$ cat src/rtl/aptr_pkg.sv
package aptr_pkg;
  // which rule moves the pointer this cycle
  typedef enum logic [1:0] {
    STEP_HOLD = 2'd0,
    STEP_LOAD = 2'd1,
    STEP_READ = 2'd2,
    STEP_PAGE = 2'd3
  } step_e;
endpackage

$ cat src/rtl/aptr_hi_stage.sv
module aptr_hi_stage #(
  parameter int unsigned BYTE_W = 8
) (
  input  logic              clk,
  input  logic              rst_n,
  input  logic              take_i,
  input  logic [BYTE_W-1:0] byte_i,
  output logic [BYTE_W-1:0] stage_o
);
  always_ff @(posedge clk or negedge rst_n) begin
    if (!rst_n)      stage_o <= '0;
    else if (take_i) stage_o <= byte_i;
  end
endmodule

$ cat src/rtl/aptr_next.sv
module aptr_next
  import aptr_pkg::*;
#(
  parameter int unsigned ADDR_W = 15,
  parameter int unsigned PAGE_W = 6,
  parameter int unsigned BYTE_W = 8
) (
  input  logic [ADDR_W-1:0] cur_i,
  input  logic [BYTE_W-1:0] stage_i,
  input  logic [BYTE_W-1:0] byte_i,
  input  logic              ld_lo_i,
  input  logic              rd_adv_i,
  input  logic              wr_adv_i,
  output step_e             step_o,
  output logic [ADDR_W-1:0] nxt_o
);
  localparam int unsigned HI_W   = ADDR_W - BYTE_W;
  localparam int unsigned DROP_W = 2*BYTE_W - ADDR_W;

  // full-array step: natural rollover at the array size
  function automatic logic [ADDR_W-1:0] read_step(input logic [ADDR_W-1:0] a);
    return a + ADDR_W'(1);
  endfunction

  logic [ADDR_W-1:0] page_val;

  generate
    if (PAGE_W >= ADDR_W) begin : g_flat
      assign page_val = read_step(cur_i);
    end else begin : g_paged
      function automatic logic [ADDR_W-1:0] page_step(input logic [ADDR_W-1:0] a);
        logic [PAGE_W-1:0] low;
        low = a[PAGE_W-1:0] + PAGE_W'(1);
        return {a[ADDR_W-1:PAGE_W], low};
      endfunction
      assign page_val = page_step(cur_i);
    end
  endgenerate

  logic [HI_W-1:0]   hi_keep;
  logic [DROP_W-1:0] hi_dropped_unused;
  assign hi_keep           = stage_i[HI_W-1:0];
  assign hi_dropped_unused = stage_i[BYTE_W-1:HI_W];

  always_comb begin
    if (ld_lo_i)       step_o = STEP_LOAD;
    else if (rd_adv_i) step_o = STEP_READ;
    else if (wr_adv_i) step_o = STEP_PAGE;
    else               step_o = STEP_HOLD;
  end

  always_comb begin
    unique case (step_o)
      STEP_LOAD: nxt_o = {hi_keep, byte_i};
      STEP_READ: nxt_o = read_step(cur_i);
      STEP_PAGE: nxt_o = page_val;
      default:   nxt_o = cur_i;
    endcase
  end
endmodule

$ cat src/rtl/aptr_reg.sv
module aptr_reg #(
  parameter int unsigned ADDR_W = 15
) (
  input  logic              clk,
  input  logic              rst_n,
  input  logic [ADDR_W-1:0] nxt_i,
  output logic [ADDR_W-1:0] cur_o
);
  always_ff @(posedge clk or negedge rst_n) begin
    if (!rst_n) cur_o <= '0;
    else        cur_o <= nxt_i;
  end
endmodule

$ cat src/rtl/ser_mem_addr_ptr.sv
module ser_mem_addr_ptr
  import aptr_pkg::*;
#(
  parameter int unsigned ADDR_W = 15,
  parameter int unsigned PAGE_W = 6,
  parameter int unsigned BYTE_W = 8
) (
  input  logic              clk,
  input  logic              rst_n,
  input  logic              ld_hi_i,
  input  logic              ld_lo_i,
  input  logic [BYTE_W-1:0] byte_i,
  input  logic              rd_adv_i,
  input  logic              wr_adv_i,
  output logic [ADDR_W-1:0] addr_o
);
  // named internal events
  logic              stage_take;
  logic [BYTE_W-1:0] stage_q;
  logic [ADDR_W-1:0] addr_nxt;
  step_e             step;

  // a high byte arriving with a low-byte load is dropped
  assign stage_take = ld_hi_i && !ld_lo_i;

  aptr_hi_stage #(.BYTE_W(BYTE_W)) u_stage (
    .clk     (clk),
    .rst_n   (rst_n),
    .take_i  (stage_take),
    .byte_i  (byte_i),
    .stage_o (stage_q)
  );

  aptr_next #(.ADDR_W(ADDR_W), .PAGE_W(PAGE_W), .BYTE_W(BYTE_W)) u_next (
    .cur_i    (addr_o),
    .stage_i  (stage_q),
    .byte_i   (byte_i),
    .ld_lo_i  (ld_lo_i),
    .rd_adv_i (rd_adv_i),
    .wr_adv_i (wr_adv_i),
    .step_o   (step),
    .nxt_o    (addr_nxt)
  );

  aptr_reg #(.ADDR_W(ADDR_W)) u_reg (
    .clk   (clk),
    .rst_n (rst_n),
    .nxt_i (addr_nxt),
    .cur_o (addr_o)
  );
endmodule

$ cat config.mk
export PLATFORM = sky130hd
export DESIGN_NAME = ser_mem_addr_ptr
export DESIGN_NICKNAME = d
export VERILOG_FILES = /design/src/rtl/aptr_pkg.sv /design/src/rtl/aptr_hi_stage.sv /design/src/rtl/aptr_next.sv /design/src/rtl/aptr_reg.sv /design/src/rtl/ser_mem_addr_ptr.sv
export SDC_FILE = /design/constraint.sdc
export NUM_CORES = 1
export LEC_CHECK = 0
export ABC_CLOCK_PERIOD_IN_PS = 2000
export BUFFER_PORTS_ARGS = -buffer_cell sky130_fd_sc_hd__buf_2
export CORE_ASPECT_RATIO = 0.9
export CORE_MARGIN = 2
export CORE_UTILIZATION = 53
export DETAILED_ROUTE_END_ITERATION = 6
export GPL_TIMING_DRIVEN = 0
export PLACE_DENSITY = 0.86
export RECOVER_POWER = 25
export SLEW_MARGIN = 10
export SYNTH_ARGS = -nofsm -noshare
export SYNTH_HDL_FRONTEND = slang
export SYNTH_SLANG_ARGS = --single-unit
$ cat constraint.sdc
create_clock -name clk -period 2 [get_ports clk]
set_input_delay 0.4 -clock clk [delete_from_list [all_inputs] [get_ports clk]]
set_output_delay 0.4 -clock clk [all_outputs]
set_load 0.1 [all_outputs]
After elaboration in Yosys (flattened, before gate mapping)
Cells that the tools add are included.
{"block": "totals", "register_bits": 22, "out_inout_bits": 15, "elab_cells": 18, "input_bits": 14}
{"block": "op_classes", "eq_ne": 3, "addsub": 2, "reduce_logical": 5, "bitwise_logic": 1, "mux": 4}
{"operator": "$pmux 15 s3", "count": 1}
{"operator": "$add 15x1->15 const B", "count": 1}
{"operator": "$add 6x1->6 const B", "count": 1}
{"operator": "$mux 2", "count": 3}
{"operator": "$eq 2x2->1 const B", "count": 2}
{"operator": "$reduce_bool 3->1", "count": 1}
{"operator": "$eq 2x1->1 const B", "count": 1}
{"operator": "$reduce_and 2->1", "count": 1}
{"operator": "$reduce_bool 2->1", "count": 1}
{"operator": "$logic_and 1x1->1", "count": 1}
{"operator": "$logic_not 1->1", "count": 1}
{"operator": "$not 1->1", "count": 1}

Logic depth before layout (Yosys ltp)
Gate-level depths: netlist of run 1.
{"block": "logic_depth", "word_depth": 6, "depth_mapped": 9, "mapped_depth_nobuf": 8}

Modules after synthesis
Synthesis of run 1 repeated with hierarchy kept, for this count alone.
{"block": "hier_totals", "cells_unflattened": 108, "area_unflattened_um2": 1197.4}
{"mod": "aptr_next", "cells_per_inst": 75, "instances": 1, "area_each_um2": 476.7, "seq_area_each_um2": 0.0}
{"mod": "aptr_reg", "cells_per_inst": 15, "instances": 1, "area_each_um2": 375.4, "seq_area_each_um2": 375.4}
{"mod": "aptr_hi_stage", "cells_per_inst": 17, "instances": 1, "area_each_um2": 331.6, "seq_area_each_um2": 200.2}
{"mod": "ser_mem_addr_ptr", "cells_per_inst": 1, "instances": 1, "area_each_um2": 13.8, "seq_area_each_um2": 0.0}

Least setup slack after synthesis of run 1
OpenSTA, ideal clock, no wires.
{"block": "synth_timing", "kind": "register to register", "from": "register u_reg.cur_o[7]", "to": "register u_reg.cur_o[11]", "slack_ns": -0.375, "synth_period_minus_slack_ns": 2.375, "t_arrival_ns": 2.302, "setup_ns": 0.072, "n_path_buf": 0, "path_stages_with_launch": 5, "required_ns": 1.928, "cell_sequence": "dfrtp_1 nand4_2 or4_1 or4_1 nand3_1"}
{"block": "synth_via", "elab_chain_len": 2}
{"item": "start, declared", "line": "aptr_reg.sv:7", "rtl": "output logic [ADDR_W-1:0] cur_o"}
{"item": "start signal, assigned", "line": "aptr_reg.sv:11", "rtl": "else cur_o <= nxt_i;"}
{"item": "$add 15x1->15", "line": "aptr_next.sv:22", "rtl": "return a + ADDR_W'(1);"}
{"item": "$pmux 15 s3", "line": "aptr_next.sv:53", "rtl": "unique case (step_o)"}
No other way between the ends.
A chain may end at the register's enable or synchronous reset.

Worst setup path after layout of run 1
{"block": "layout_timing", "from": "register u_reg.cur_o[0]", "to": "register u_reg.cur_o[14]"}
The elaborated chain is that of the path after synthesis.

==> impl_metrics.csv, run 1 <==
group,metric,value,unit
clock_tree,postCtsHoldBufs,0,
global_route,antenna_found_initial,0,
job,timing.max_cap.violations,0,
power,p_per_area,1210,nW/um2
critical_path,worstPathRequired,2210,ps
clock_tree,clk_latency,310,ps
clock_tree,clock_sinks,22,
place,port_buffers,28,
floorplanning,start_util,0.578,
finish,mostFrequentLayoutCells,"28 x buf_2, 10 x dfrtp_1, 9 x o21ai_0, 9 x nand2_1",
critical_path,end_kind,"register",
critical_path,critical_path_arrival,2020,ps
routing,wirelength,3.38,mm
critical_path,cp_max_fo,6,
power,p_comb_frac,0.456,
synthesis,synthCells,134,
floorplanning,ioPinCount,29,
floorplanning,fp-row-count,16,
power,p_seq_frac,0.360,
synthesis,syn_area,1290,um2
synthesis,synth_cell_types,30,
clock_tree,ctsResizeCount,1,
global_route,grt_pass1_wl,5.76,mm
critical_path,critical_path_class,"reg -> reg",
routing,drtAntennaViolNets,0,
sta,relSlewSlack,0.203,
sta,fin_skew,1.29,ps
floorplanning,die_width,56.1,um
synthesis,synth_area_per_cell,9.66,um2
global_route,track_usage,0.262,
clock_tree,tritoncts,"built",
finish,area_growth,20.0,%
routing,dr.pass1.iters,4,
floorplanning,core-area,2240,um2
min_path,hp-class,"in -> async",
finish,fillers,180,
sta,fmax,554,MHz
outcome,status,"complete, no violations",
synthesis,yosysTopAreaCellShare,0.425,
critical_path,crit_path_start_kind,"register",
power,p_leak,0.642,nW
routing,via_count,1238,
floorplanning,dieHeight,50.9,um
place,dp_hpwl,2.43,mm
sta,post-route-period-util,0.903,
critical_path,r2r_slack,190,ps
finish,layout_commonest_cell,"buf_2",
clock_tree,ctsLongestPathBuffers,2,
power,ir_drop,0.966,mV
sta,slew_viol_final,0,
synthesis,synthTopCellsByArea,"dfrtp_1 43%, mux2_2 6.1%, a221o_1 3.9%",
power,p_sw,0.000955,W
finish,antenna_cells,0,
routing,routed_via_density,6.41,
clock_tree,cts_root_buf,"clkbuf_4",
synthesis,synth_area_leader_cell,"dfrtp_1",
synthesis,syn_nets,152,
sta,min_period,1810,ps
power,clkPwrFrac,0.184,
routing,wl_per_cell,17.5,um
routing,drc_errors,0,
sta,timing.setup.tns,0,ps
critical_path,r2r-end,"u_reg.cur_o[14]",
clock_tree,numCtsBuffers,3,
finish,final_area,1550,um2
synthesis,ys_ff_latch,22,
critical_path,worst_r2r_path_depth,5,
synthesis,ys_seq_area_frac,0.425,
global_route,grt_max_degree,23,
finish,drive_gt1_frac,0.349,
sta,worst_pin_slew,1200,ps
sta,finalHoldViolCount,0,
place,place_area,1490,um2
place,gp_congestion,0.867,
sta,finalSetupViolCount,0,
global_route,first_global_vias,1184,
clock_tree,postCtsSetupRepairBufs,0,
finish,fin_nets,185,
critical_path,reg2reg_from,"u_reg.cur_o[0]",
clock_tree,cts.clk_slew.worst_paths,130,ps
clock_tree,cts.htree.levels,1,
floorplanning,die_area,2860,um2
synthesis,synth-warning-count,0,
routing,drt-initial-drc-count,77,
power,switching_share,0.508,
power,p_int,0.000926,W
global_route,grt_overflow,0,
sta,rsz0062_at_grt,"false",
[layout make-up]
class / instances / area, um2 / share of cell area
multi-input cells: 98 / 683 / 0.440
flip-flops and latches: 22 / 576 / 0.370
clock inverters: 1 / 30.0 / 0.0193
repair buffers: 28 / 139 / 0.0894
inverters: 8 / 30.0 / 0.0193
plain buffers: 6 / 40.0 / 0.0258
well taps: 27 / 33.8 / 0.0217
clock buffers: 3 / 22.5 / 0.0145
[kinds of logic after synthesis]
| logic type | Yosys count | share of synthesized area |
|---|---|---|
| AOI/OAI and AO/OA | 35 | 0.187 |
| and+or+nand+nor | 47 | 0.196 |
| muxes | 12 | 0.0995 |
| adders and majority gates | 4 | 0.0386 |
| DFF | 22 | 0.425 |
| buffers and inverters | 14 | 0.0531 |
[power groups by stage]
stage	registers, W	clock network [W]	logic (W)
4_1_cts	0.000673	0.000351	0.000855
3_5_place_dp	0.000681	0	0.000849
3_3_place_gp	0.000670	0	0.000832
6_report	0.000678	0.000345	0.000858
5_1_grt	0.000692	0.000373	0.000900
2_1_floorplan	0.00115	0	0.000201
[how the worst max path moves through the flow]
stage                      end  depth (start not counted)  slack (ps)            from
2_1_floorplan  u_reg.cur_o[10]                          5           2  u_reg.cur_o[0]
5_1_grt         u_reg.cur_o[0]                         10          40        rd_adv_i
6_report       u_reg.cur_o[14]                          5         190  u_reg.cur_o[0]
3_5_place_dp    u_reg.cur_o[6]                          8        -300        rd_adv_i
3_3_place_gp    u_reg.cur_o[6]                          7        -190        wr_adv_i
4_1_cts         u_reg.cur_o[0]                         10          30        rd_adv_i
[metrics by stage]
stage	power (W)	worst slack, ps	hold slack, ps	utilization	std cells
after floorplan	0.00135	2.48	104	-	134
after global placement	0.00150	-193	384	0.666	189
final	0.00188	193	292	0.693	193
after global routing	0.00196	42.4	305	0.693	193
after detailed placement	0.00153	-300	394	0.666	189
after CTS	0.00188	33.6	39.8	0.692	193
[sequential cells by signal, indices dropped and copies added, names as in the netlist]
signal,count
u_stage.stage_o,7
u_reg.cur_o,15
[worst max-delay path, cell delays in order (launching register included)]
cell and delay (ps):
dfrtp_2 440, ha_1 220, nand4_1 260, nor4_1 480, nand4b_1 150, o311a_1 160
[metal layers]
| metal | GRT usage | part of all wire |
|---|---|---|
| met1 | 0.334 | 0.42 |
| met5 | 0 | 0 |
| met2 | 0.455 | 0.50 |
| met4 | 0.0556 | 0.0068 |
| met3 | 0.0684 | 0.068 |
[synthesized netlist by cell type (all sizes together)]
library cell  instances
a211oi                2
nor2b                 4
or4                   2
nor3                  4
dfrtp                22
nor4                  3
nand4b                1
o21ai                 9
nand3                 6
or3                   5
buf                   3
nor3b                 1
ha                    4
a22oi                 3
o311ai                3
o22ai                 2
a221o                 5
mux2i                 5
nand2                 9
nand4                 3
a21oi                 7
inv                   8
mux2                  7
o41ai                 3
o311a                 1
clkbuf                3
nor2                  9
(Power assumes the default switching activity.)
==> run 2, diff against run 1 <==
--- a/config.mk
+++ b/config.mk
@@ -5,14 +5,14 @@
 export SDC_FILE = /design/constraint.sdc
 export NUM_CORES = 1
 export LEC_CHECK = 0
-export ABC_CLOCK_PERIOD_IN_PS = 2000
+export ABC_CLOCK_PERIOD_IN_PS = 2250
 export BUFFER_PORTS_ARGS = -buffer_cell sky130_fd_sc_hd__buf_2
 export CORE_ASPECT_RATIO = 0.9
 export CORE_MARGIN = 2
-export CORE_UTILIZATION = 53
+export CORE_UTILIZATION = 57
 export DETAILED_ROUTE_END_ITERATION = 6
 export GPL_TIMING_DRIVEN = 0
-export PLACE_DENSITY = 0.86
+export PLACE_DENSITY = 0.83
 export RECOVER_POWER = 25
 export SLEW_MARGIN = 10
 export SYNTH_ARGS = -nofsm -noshare
==> constraint.sdc (replaced) <==
create_clock -name clk -period 2.25 [get_ports clk]
set_input_delay 0.45 -clock clk [delete_from_list [all_inputs] [get_ports clk]]
set_output_delay 0.45 -clock clk [all_outputs]
set_load 0.1 [all_outputs]
==> impl_metrics.csv, run 2 (synthesis gave the netlist of run 1 again) <==
group,metric,value,unit
floorplanning,start_util,0.599,
clock_tree,numCtsBuffers,3,
critical_path,critical_path_arrival,2260,ps
clock_tree,cts.htree.levels,1,
place,gp_congestion,0.870,
clock_tree,cts.clk_slew.worst_paths,130,ps
finish,post-route-util,0.694,
routing,dr.pass1.iters,4,
outcome,status,"complete, no violations",
clock_tree,tritoncts,"built",
min_path,hp-class,"in -> async",
critical_path,crit_path_start_kind,"primary input",
sta,relSlewSlack,0.212,
routing,routed_via_density,6.27,
clock_tree,clock_sinks,22,
floorplanning,die_width,54.2,um
global_route,first_global_vias,1121,
sta,post-route-period-util,0.904,
floorplanning,die_area,2670,um2
finish,mostFrequentLayoutCells,"28 x buf_2, 17 x dfrtp_1, 9 x nor2_1, 9 x o21ai_0, 9 x nand2_1",
sta,finalSetupViolCount,0,
routing,wl_per_cell,16.2,um
clock_tree,ctsResizeCount,0,
sta,timing.setup.tns,0,ps
clock_tree,clk_latency,310,ps
clock_tree,postCtsHoldBufs,0,
clock_tree,postCtsSetupRepairBufs,0,
place,port_buffers,28,
global_route,grt_max_degree,23,
finish,final_area,1500,um2
finish,largest_reg_flops,15,
sta,fin_skew,16.5,ps
global_route,grt_overflow,0,
floorplanning,dieHeight,49.2,um
floorplanning,ioPinCount,29,
critical_path,worstPathRequired,2480,ps
critical_path,cp_max_fo,10,
finish,layout_commonest_cell,"buf_2",
routing,via_count,1211,
finish,reg_top3,"u_reg.cur_o x15, u_stage.stage_o x7",
global_route,grt_pass1_wl,5.31,mm
routing,drtAntennaViolNets,0,
place,place_area,1480,um2
sta,finalHoldViolCount,0,
sta,fmax,492,MHz
clock_tree,ctsLongestPathBuffers,2,
clock_tree,cts_root_buf,"clkbuf_4",
finish,drive_gt1_frac,0.283,
floorplanning,fp-row-count,16,
sta,rsz0062_at_grt,"false",
power,p_per_area,1020,nW/um2
finish,antenna_cells,0,
global_route,antenna_found_initial,0,
power,p_leak,0.632,nW
routing,wirelength,3.13,mm
floorplanning,core-area,2160,um2
sta,whs,341,ps
routing,drc_errors,0,
critical_path,critical_path_class,"in -> reg",
sta,worst_pin_slew,1180,ps
finish,fin_nets,185,
place,dp_hpwl,2.34,mm
finish,regMostFlops,"u_reg.cur_o",
critical_path,end_kind,"register",
sta,slew_viol_final,0,
power,ir_drop,0.694,mV
finish,area_growth,15.8,%
place,placed_cells,189,
finish,stdcell_count,193,
sta,min_period,2030,ps
routing,drt-initial-drc-count,39,
global_route,track_usage,0.266,
job,timing.max_cap.violations,0,
run 2: cell count changes in the layout (fill, tap and decap cells not counted), sizes merged:
cell    delta
bufinv     -1
clkbuf     +1
run 2: worst paths after layout:
| kind | cells after the start | slack (ps) | start | to |
|---|---|---|---|---|
| max | 7 | 220 | wr_adv_i | u_reg.cur_o[8] |
| min | 1 | 340 | rst_n | u_reg.cur_o[7] |
| max reg2reg | 5 | 410 | u_reg.cur_o[0] | u_reg.cur_o[10] |
| min reg2reg | 1 | 530 | u_stage.stage_o[0] | u_stage.stage_o[0] |
| max in group asynchronous | 1 | 1110 | rst_n | u_reg.cur_o[0] |
| min in group clk | 3 | 380 | byte_i[6] | u_reg.cur_o[6] |
run 2: stage by stage:
step | total power (W) | setup slack, ps
global route | 0.00160 | 53.9
global placement | 0.00132 | -12.6
floorplan | 0.00119 | -85.8
finish | 0.00152 | 217
detailed placement | 0.00134 | -74.8
CTS | 0.00153 | 241
run 2: metal layers:
layer | global-route usage | wire [um] | vias to the layer above
li1 | - | - | 571
met1 | 0.397 | 1460 | 589
met2 | 0.410 | 1470 | 47
met3 | 0.0276 | 175 | 4
met4 | 0.0625 | 25 | 0
met5 | 0 | 0 | -
run 2: where the power goes:
part,internal [W],leakage [nW],switching (W)
sequential,0.000476,0.260,0.000111
clock,0.0000690,0.0150,0.000118
combinational,0.000151,0.356,0.000599
run 2: final cells by class:
cell class / count / area (um2)
Tap cell: 27 / 33.8
Fill cell: 164 / 662
Buffer: 6 / 38.8
Multi-Input combinational cell: 98 / 676
Sequential cell: 22 / 557
Clock buffer: 4 / 26.3
Timing Repair Buffer: 28 / 139
Inverter: 8 / 30.0
run 2: critical path: stages:
cell and delay [ps]:
buf_2 100, a21oi_1 250, ha_1 310, buf_6 150
nor3_1 710, a22oi_1 140, o21ai_0 150
